--- config.mk ---
export PLATFORM = sky130hd
export DESIGN_NAME = oc_timer_channel
export DESIGN_NICKNAME = d
export VERILOG_FILES = /design/src/rtl/oct_pkg.sv /design/src/rtl/oct_tick_gen.sv /design/src/rtl/oct_cmp_buffer.sv /design/src/rtl/oct_chan_ctrl.sv /design/src/rtl/oc_timer_channel.sv
export SDC_FILE = /design/constraint.sdc
export NUM_CORES = 1
export LEC_CHECK = 0
export ABC_AREA = 1
export BUFFER_PORTS_ARGS = -buffer_cell sky130_fd_sc_hd__buf_4
export CORE_MARGIN = 2
export CORE_UTILIZATION = 35
export CTS_BUF_LIST = sky130_fd_sc_hd__clkbuf_8
export DETAILED_ROUTE_END_ITERATION = 7
export PLACE_DENSITY = 0.53
export SYNTH_ARGS = -nofsm -noshare
export SYNTH_HDL_FRONTEND = slang
export SYNTH_SLANG_ARGS = --single-unit
--- constraint.sdc ---
create_clock -name clk -period 2.7 [get_ports clk]
set_input_delay 0.675 -clock clk [delete_from_list [all_inputs] [get_ports clk]]
set_output_delay 0.675 -clock clk [all_outputs]
set_load 0.03 [all_outputs]
--- src/rtl/oct_pkg.sv ---
`timescale 1ns/1ps
package oct_pkg;

    // Compare-update collection states
    typedef enum logic [1:0] {
        CB_IDLE    = 2'd0,
        CB_PARTIAL = 2'd1,
        CB_PENDING = 2'd2
    } cb_state_e;

    // Pin action field encoding
    typedef enum logic [1:0] {
        PA_NONE   = 2'b00,
        PA_TOGGLE = 2'b01,
        PA_CLEAR  = 2'b10,
        PA_SET    = 2'b11
    } pin_act_e;

    localparam logic [2:0] RA_TCTL   = 3'd0;
    localparam logic [2:0] RA_CNT_HI = 3'd1;
    localparam logic [2:0] RA_CNT_LO = 3'd2;
    localparam logic [2:0] RA_CSC    = 3'd3;
    localparam logic [2:0] RA_CMP_HI = 3'd4;
    localparam logic [2:0] RA_CMP_LO = 3'd5;

    localparam logic [1:0] MODE_OC = 2'b01;

endpackage

--- src/rtl/oct_tick_gen.sv ---
`timescale 1ns/1ps
module oct_tick_gen #(
    parameter int PS_W = 3
) (
    input  logic            clk,
    input  logic            rst_n,
    input  logic            run,
    input  logic            restart,
    input  logic [PS_W-1:0] ps_sel,
    output logic            tick
);
    localparam int DIV_W = (1 << PS_W) - 1;

    logic [DIV_W-1:0] div_q;
    logic [DIV_W-1:0] div_limit;

    always_comb begin
        div_limit = (DIV_W'(1) << ps_sel) - DIV_W'(1);
        tick      = run && (div_q == div_limit);
    end

    always_ff @(posedge clk or negedge rst_n) begin
        if (!rst_n)
            div_q <= '0;
        else if (restart || !run || tick)
            div_q <= '0;
        else
            div_q <= div_q + DIV_W'(1);
    end
endmodule

--- src/rtl/oct_cmp_buffer.sv ---
`timescale 1ns/1ps
module oct_cmp_buffer
    import oct_pkg::*;
#(
    parameter int DATA_W = 8,
    parameter int CNT_W  = 2 * DATA_W
) (
    input  logic              clk,
    input  logic              rst_n,
    input  logic              wr_hi,
    input  logic              wr_lo,
    input  logic [DATA_W-1:0] wdata,
    input  logic              ctl_wr,
    input  logic              tick,
    output logic [CNT_W-1:0]  cmp_active,
    output cb_state_e         state
);
    cb_state_e         state_n;
    logic              got_hi, got_lo;
    logic              got_hi_n, got_lo_n;
    logic [DATA_W-1:0] hold_hi, hold_lo;
    logic              load;

    // State register
    always_ff @(posedge clk or negedge rst_n) begin
        if (!rst_n) state <= CB_IDLE;
        else        state <= state_n;
    end

    // Next state
    always_comb begin
        got_hi_n = ((state == CB_PARTIAL) && got_hi) || wr_hi;
        got_lo_n = ((state == CB_PARTIAL) && got_lo) || wr_lo;
        state_n  = state;
        unique case (state)
            CB_IDLE, CB_PARTIAL: begin
                if (got_hi_n && got_lo_n)      state_n = CB_PENDING;
                else if (got_hi_n || got_lo_n) state_n = CB_PARTIAL;
            end
            CB_PENDING: begin
                if (tick)                state_n = (wr_hi || wr_lo) ? CB_PARTIAL : CB_IDLE;
                else if (ctl_wr)         state_n = CB_IDLE;
                else if (wr_hi || wr_lo) state_n = CB_PARTIAL;
            end
            default: state_n = CB_IDLE;
        endcase
    end

    // Outputs: transfer strobe
    always_comb load = (state == CB_PENDING) && tick;

    always_ff @(posedge clk or negedge rst_n) begin
        if (!rst_n) begin
            got_hi     <= 1'b0;
            got_lo     <= 1'b0;
            hold_hi    <= '0;
            hold_lo    <= '0;
            cmp_active <= '0;
        end else begin
            got_hi <= (state_n == CB_PARTIAL) ? got_hi_n : 1'b0;
            got_lo <= (state_n == CB_PARTIAL) ? got_lo_n : 1'b0;
            if (wr_hi) hold_hi <= wdata;
            if (wr_lo) hold_lo <= wdata;
            if (load)  cmp_active <= {hold_hi, hold_lo};
        end
    end
endmodule

--- src/rtl/oct_chan_ctrl.sv ---
`timescale 1ns/1ps
module oct_chan_ctrl
    import oct_pkg::*;
(
    input  logic       clk,
    input  logic       rst_n,
    input  logic       sc_wr,
    input  logic       sc_rd,
    input  logic [7:2] wbits,
    input  logic       match,
    output logic [7:0] sc_rdata,
    output logic       flag,
    output logic       irq,
    output logic       pin_out,
    output logic       pin_oe
);
    logic       ie;
    logic [1:0] mode;
    pin_act_e   act;
    logic       armed;
    logic       clr_ok;
    logic       pin_drive;

    always_comb begin
        clr_ok    = sc_wr && armed && !wbits[7];
        pin_drive = (mode == MODE_OC) && (act != PA_NONE);
    end

    always_ff @(posedge clk or negedge rst_n) begin
        if (!rst_n) begin
            flag    <= 1'b0;
            ie      <= 1'b0;
            mode    <= 2'b00;
            act     <= PA_NONE;
            armed   <= 1'b0;
            pin_out <= 1'b0;
        end else begin
            if (match)       flag <= 1'b1;
            else if (clr_ok) flag <= 1'b0;

            if (sc_wr)              armed <= 1'b0;
            else if (sc_rd && flag) armed <= 1'b1;

            if (sc_wr) begin
                ie   <= wbits[6];
                mode <= wbits[5:4];
                act  <= pin_act_e'(wbits[3:2]);
            end

            if (match && pin_drive) begin
                unique case (act)
                    PA_TOGGLE: pin_out <= ~pin_out;
                    PA_CLEAR:  pin_out <= 1'b0;
                    PA_SET:    pin_out <= 1'b1;
                    default:   pin_out <= pin_out;
                endcase
            end
        end
    end

    always_comb begin
        sc_rdata = {flag, ie, mode, act, 2'b00};
        irq      = flag && ie;
        pin_oe   = pin_drive;
    end
endmodule

--- src/rtl/oc_timer_channel.sv ---
`timescale 1ns/1ps
module oc_timer_channel
    import oct_pkg::*;
#(
    parameter int DATA_W = 8,
    parameter int PS_W   = 3
) (
    input  logic              clk,
    input  logic              rst_n,
    input  logic              bus_sel,
    input  logic              bus_wr,
    input  logic              bus_rd,
    input  logic [2:0]        bus_addr,
    input  logic [DATA_W-1:0] bus_wdata,
    output logic [DATA_W-1:0] bus_rdata,
    output logic              irq,
    output logic              pin_out,
    output logic              pin_oe
);
    localparam int CNT_W = 2 * DATA_W;

    logic            wr_any, rd_any;
    logic            tctl_wr, cnt_wr, sc_wr, sc_rd, cmp_hi_wr, cmp_lo_wr;
    logic            run_q;
    logic [PS_W-1:0] ps_q;
    logic            tick;
    logic [CNT_W-1:0] count_q;
    logic [CNT_W-1:0] cmp_active;
    cb_state_e       cb_state;
    logic            match;
    logic            ch_flag;
    logic [7:0]      sc_rdata;

    always_comb begin
        wr_any    = bus_sel && bus_wr;
        rd_any    = bus_sel && bus_rd;
        tctl_wr   = wr_any && (bus_addr == RA_TCTL);
        cnt_wr    = wr_any && ((bus_addr == RA_CNT_HI) || (bus_addr == RA_CNT_LO));
        sc_wr     = wr_any && (bus_addr == RA_CSC);
        sc_rd     = rd_any && (bus_addr == RA_CSC);
        cmp_hi_wr = wr_any && (bus_addr == RA_CMP_HI);
        cmp_lo_wr = wr_any && (bus_addr == RA_CMP_LO);
        match     = tick && !cnt_wr && ((count_q + CNT_W'(1)) == cmp_active);
    end

    always_ff @(posedge clk or negedge rst_n) begin
        if (!rst_n) begin
            run_q <= 1'b0;
            ps_q  <= '0;
        end else if (tctl_wr) begin
            run_q <= bus_wdata[PS_W];
            ps_q  <= bus_wdata[PS_W-1:0];
        end
    end

    always_ff @(posedge clk or negedge rst_n) begin
        if (!rst_n)      count_q <= '0;
        else if (cnt_wr) count_q <= '0;
        else if (tick)   count_q <= count_q + CNT_W'(1);
    end

    oct_tick_gen #(.PS_W(PS_W)) u_tick (
        .clk     (clk),
        .rst_n   (rst_n),
        .run     (run_q),
        .restart (cnt_wr),
        .ps_sel  (ps_q),
        .tick    (tick)
    );

    oct_cmp_buffer #(.DATA_W(DATA_W), .CNT_W(CNT_W)) u_cmp (
        .clk        (clk),
        .rst_n      (rst_n),
        .wr_hi      (cmp_hi_wr),
        .wr_lo      (cmp_lo_wr),
        .wdata      (bus_wdata),
        .ctl_wr     (sc_wr),
        .tick       (tick),
        .cmp_active (cmp_active),
        .state      (cb_state)
    );

    oct_chan_ctrl u_ctl (
        .clk      (clk),
        .rst_n    (rst_n),
        .sc_wr    (sc_wr),
        .sc_rd    (sc_rd),
        .wbits    (bus_wdata[7:2]),
        .match    (match),
        .sc_rdata (sc_rdata),
        .flag     (ch_flag),
        .irq      (irq),
        .pin_out  (pin_out),
        .pin_oe   (pin_oe)
    );

    always_comb begin
        bus_rdata = '0;
        case (bus_addr)
            RA_TCTL:   bus_rdata = DATA_W'({run_q, ps_q});
            RA_CNT_HI: bus_rdata = count_q[CNT_W-1 -: DATA_W];
            RA_CNT_LO: bus_rdata = count_q[DATA_W-1:0];
            RA_CSC:    bus_rdata = DATA_W'(sc_rdata);
            RA_CMP_HI: bus_rdata = cmp_active[CNT_W-1 -: DATA_W];
            RA_CMP_LO: bus_rdata = cmp_active[DATA_W-1:0];
            default:   bus_rdata = '0;
        endcase
    end
endmodule

# Word-level counts from Yosys, hierarchy flattened
# Index checks and enable logic that the tools add are counted.
[op_classes] shift=1 bitwise=1 n_reduce_logical=40 muxes=18 eq_ne=14 add_sub_neg=3
[op_table] cell="$pmux 8 s6" n=1
[op_table] cell="$mux 16" n=2
[op_table] cell="$logic_and 1x1->1" n=21
[op_table] cell="$add 16x1->16 const B" n=1
[op_table] cell="$eq 16x16->1" n=1
[op_table] cell="$mux 2" n=5
[op_table] cell="$eq 2x1->1 const B" n=4
[op_table] cell="$reduce_bool 2->1" n=4
[op_table] cell="$add 7x1->7 const B" n=1
[op_table] cell="$eq 7x7->1" n=1
[op_table] cell="$logic_or 1x1->1" n=7
[op_table] cell="$mux 1" n=7
[op_table] cell="$mux 7" n=1
[op_table] cell="$shl 1x3->7 const A" n=1
[op_table] cell="$sub 7x2->7 const B" n=1
[op_table] cell="$eq 2x2->1 const B" n=3
[op_table] cell="$eq 3x2->1 const B" n=2
[op_table] cell="$eq 3x3->1 const B" n=2
[op_table] cell="$pmux 2 s2" n=1
[op_table] cell="$eq 3x1->1 const B" n=1
[op_table] cell="$logic_not 1->1" n=3
[op_table] cell="$logic_not 3->1" n=1
[op_table] cell="$pmux 1 s3" n=1
[op_table] cell="$reduce_bool 3->1" n=1
[op_table] cell="other kinds (4)" n=4
[totals] input_bits=16 word_cells=93 out_inout_bits=11 regBits=71

# Logic depth before layout (Yosys ltp)
[logic_depth] ltp_word=9 mapped_depth=18 depth_no_buf=17

# By module
# From an unflattened synthesis, not the netlist that was laid out.
[hier_totals] hier_cells=538 hier_area_um2=4036.4
[modules_own_cells] mod="oc_timer_channel" n_inst=1 cells_each=269 area_per_inst_um2=1736.7
[modules_own_cells] mod="oct_cmp_buffer" n_inst=1 cells_each=148 area_per_inst_um2=1388.8
[modules_own_cells] mod="oct_tick_gen" n_inst=1 cells_each=75 area_per_inst_um2=503.0
[modules_own_cells] mod="oct_chan_ctrl" n_inst=1 cells_each=46 area_per_inst_um2=407.9

# Worst setup path before layout
# OpenSTA, ideal clock, no wires.
[synth_timing] kind="input -> output" start="input bus_addr[0]" end="output bus_rdata[5]" slack_ns=0.147 t_arrival_ns=1.878 cell_stages=4 path_buffers=0 required_ns=2.025 cell_sequence="inv_1 > nor3_1 > inv_1 > o21ai_0"
[synth_via] elab_chain_len=2 word_cells_on_any_way=7
[synth_rtl] element="start: declaration" line_no="oc_timer_channel.sv:13" source="input logic [2:0] bus_addr,"
[synth_rtl] element="$eq 3x3->1 (tied with other cells)" line_no="oc_timer_channel.sv:99" source="case (bus_addr)"
[synth_rtl] element="$pmux 8 s6 (*)" line_no="oc_timer_channel.sv:99"
[synth_rtl] element="end: declaration" line_no="oc_timer_channel.sv:15" source="output logic [DATA_W-1:0] bus_rdata,"
# Mark *: on every way between the ends. The rest lies on a longest branch, timed or not.

# Final worst setup path
[layout_timing] start="input bus_addr[1]" end="output bus_rdata[4]"
# Same word-level chain as after synthesis.

==> impl_metrics.tcl <==
set metrics [dict create \
    status "complete, no violations" \
    synthSimpleGateAreaFrac 0.328 \
    fin_crit_sh 0.960 \
    swShare 0.340 \
    io_buffers 26 \
    cp.arrival_ps 1920 \
    grt_pass1_vias 3746 \
    via_count 3919 \
    worst_pin_slew_ps 523 \
    dpl-instance-area_mm2 0.00462 \
    syn_inst 581 \
    end_kind "output port" \
    synth_top_area_cell "dfrtp_1" \
    regArea_mm2 0.00178 \
    cts_buffers 9 \
    layout.cells.non_filler 770 \
    grt_max_degree 39 \
    min_period_ps 2590 \
    drcViolationCount 0 \
    finalSetupViolCount 0 \
    final_cell_mix "nand2_1 (163), inv_1 (90), dfrtp_1 (70), nand3_1 (57), nor2_1 (55)" \
    viasPerCell 5.09 \
    cts_hold_buf 0 \
    synth_xor_area_frac 0.0117 \
    peakVddDrop_uv 340 \
    grt_use_met3 0.0509 \
    synthAdderAreaFrac 0.00898 \
    cp-start-kind "input pin" \
    syn-num-nets 600 \
    seqPwrFrac 0.474 \
    hold_violations 0 \
    holdCritPathClass "in2async" \
    synth-compound-area-share 0.130 \
    cts_root_buffer "clkbuf_8" \
    routed_wirelength_mm 12.1 \
    globalRoute.totalOverflow 0 \
    area_delta_synth_final_pct 15.5 \
    grt_pass1_wl_mm 20.0 \
    layout-drive-gt1-share 0.137 \
    net-switching-power_uw 921 \
    use_met1 0.283 \
    crit_type "in2out" \
    fp-row-count 39 \
    ios 27 \
    cap_viol_max_count 0 \
    hold-worst-slack_ps 264 \
    pwr-share-clk 0.298 \
    wire_per_inst_um 15.8 \
    multiInputGateArea_mm2 0.00202 \
    slew_viol_final 0 \
    met2_usage 0.309 \
    intPower_mw 1.79 \
    crit_path_max_fanout 7 \
    final_area_mm2 0.00482 \
    die_w_um 113 \
    layout_commonest_cell "nand2_1" \
    reg2reg_slack_ps 320 \
    insertion_delay_ps 370 \
    finalClockSkew_ps 9.81 \
    synth.avg_cell_area_um2 7.19 \
    synth.distinct_cells 33 \
    antenna_cells 0 \
    antenna_found_initial 0 \
    gp_congestion 0.942 \
    core_mm2 0.0115 \
    final_nets 641 \
    leakage_nw 2.37 \
    final.fill_count 1209 \
    synth.top_cell.area_share 0.425 \
    power.density_mw_per_mm2 562 \
    required_ps 2030 \
    cts_tree "built" \
    htreeDepth 3 \
    rsz0062_at_grt "no" \
    ys_ff_latch 71 \
    synth_top_family_by_area "simple AND/OR/NAND/NOR gates" \
    initialDrtViolationCount 276 \
    tns_ps 0 \
    relSlewSlack 0.651 \
    cts_buffer_depth 2 \
    dieArea_mm2 0.0128 \
    synth_seq_area_share 0.425 \
    first_pass_iters 5 \
    placedCellCount 754 \
    max_freq_mhz 386 \
    grt.total_usage 0.203 \
    clkSinkCount 71 \
    fp.dieH_um 113 \
    busiest_layer "met2" \
    synth_warnings 0 \
    drtAntennaViolNets 0 \
    syn-cell-area_mm2 0.00418 \
    ys_top_cells_by_area "dfrtp_1 (43%), nand2_1 (15%), inv_1 (8.0%)" \
    dp_hpwl_mm 9.57 \
    comb_power_share 0.228 \
    clkTransAtPathRegs_ps 80 \
    initial_core_util 0.363 \
    synth_mux_area_frac 0.00270 \
]
-- sequential cells by signal, summed over array words and instances, names as in the netlist --
register / count
count_q: 16
ps_q: 3
run_q: 1
u_cmp.cmp_active: 16
u_cmp.got_hi: 1
u_cmp.got_lo: 1
u_cmp.hold_hi: 8
u_cmp.hold_lo: 8
u_cmp.state: 2
u_ctl.act: 2
u_ctl.armed: 1
u_ctl.flag: 1
u_ctl.ie: 1
u_ctl.mode: 2
u_ctl.pin_out: 1
u_tick.div_q: 7
-- repair_timing --
item | in CTS | in global routing
buffers inserted | 0 | 0
gates resized for setup | 0 | 6
setup endpoints to repair | 0 | 10
-- synth_stat cells, drive strengths merged --
cell type / instances
nand2: 173
inv: 94
dfrtp: 71
nor2: 63
nand3: 59
o21ai: 45
o22ai: 19
a21oi: 12
nor3: 7
o221ai: 6
a221oi: 5
buf: 5
nand4: 5
clkbuf: 3
ha: 3
a21boi: 2
nor3b: 2
xor2: 2
a31o: 1
mux2: 1
o21bai: 1
xnor2: 1
xnor3: 1
-- metal layers --
| layer | vias to the layer above | part of all wire |
|---|---|---|
| met5 | - | 0 |
| met2 | 100 | 0.46 |
| met3 | 18 | 0.051 |
| met1 | 1834 | 0.47 |
| li1 | 1967 | - |
| met4 | 0 | 0.020 |
-- power groups by stage --
| stage | Sequential (mW) | Clock (mW) | Combinational (mW) |
|---|---|---|---|
| floorplan | 1.27 | 0 | 0.434 |
| global placement | 1.30 | 0 | 0.602 |
| detailed placement | 1.30 | 0 | 0.615 |
| CTS | 1.28 | 0.833 | 0.617 |
| global route | 1.30 | 0.885 | 0.714 |
| finish | 1.28 | 0.808 | 0.619 |
-- path summary, 6_finish.rpt --
| check | end | cells after the start | start |
|---|---|---|---|
| max in group asynchronous | count_q[7] | 2 | rst_n |
| worst max register to register | count_q[7] | 14 | ps_q[1] |
| min in group clk | u_cmp.hold_hi[4] | 2 | u_cmp.hold_hi[4] |
| worst min-delay path | count_q[0] | 1 | rst_n |
| worst max-delay path | bus_rdata[4] | 6 | bus_addr[1] |
| worst min register to register | u_cmp.hold_hi[4] | 2 | u_cmp.hold_hi[4] |
-- final cells by class --
cell class | instances | area share
Clock buffer | 11 | 0.0314
Timing Repair Buffer | 38 | 0.0625
Tap cell | 143 | 0.0371
Multi-Input combinational cell | 408 | 0.420
Sequential cell | 71 | 0.369
Inverter | 94 | 0.0737
Clock inverter | 5 | 0.00700
-- stage by stage --
step           total power, mW   util  setup WS [ps]
2_1_floorplan             1.70      -            147
4_1_cts                   2.73  0.417            125
3_3_place_gp              1.90  0.401            129
3_5_place_dp              1.91  0.401            136
6_report                  2.71  0.419            107
5_1_grt                   2.90  0.419           22.9
-- kinds of logic after synthesis --
logic type               Yosys count
AND/OR/NAND/NOR                  309
multiplexers                       1
AO/OA/AOI/OAI                     91
adder cells (fa/ha/maj)            3
flip-flops                        71
buffers and inverters            102
XOR/XNOR                           4
-- worst max-delay path: stages --
cell	delay (ps)
buf_4	120
inv_1	80
nor3_2	380
inv_1	150
o221ai_1	300
buf_4	230
(Power assumes the default switching activity.)
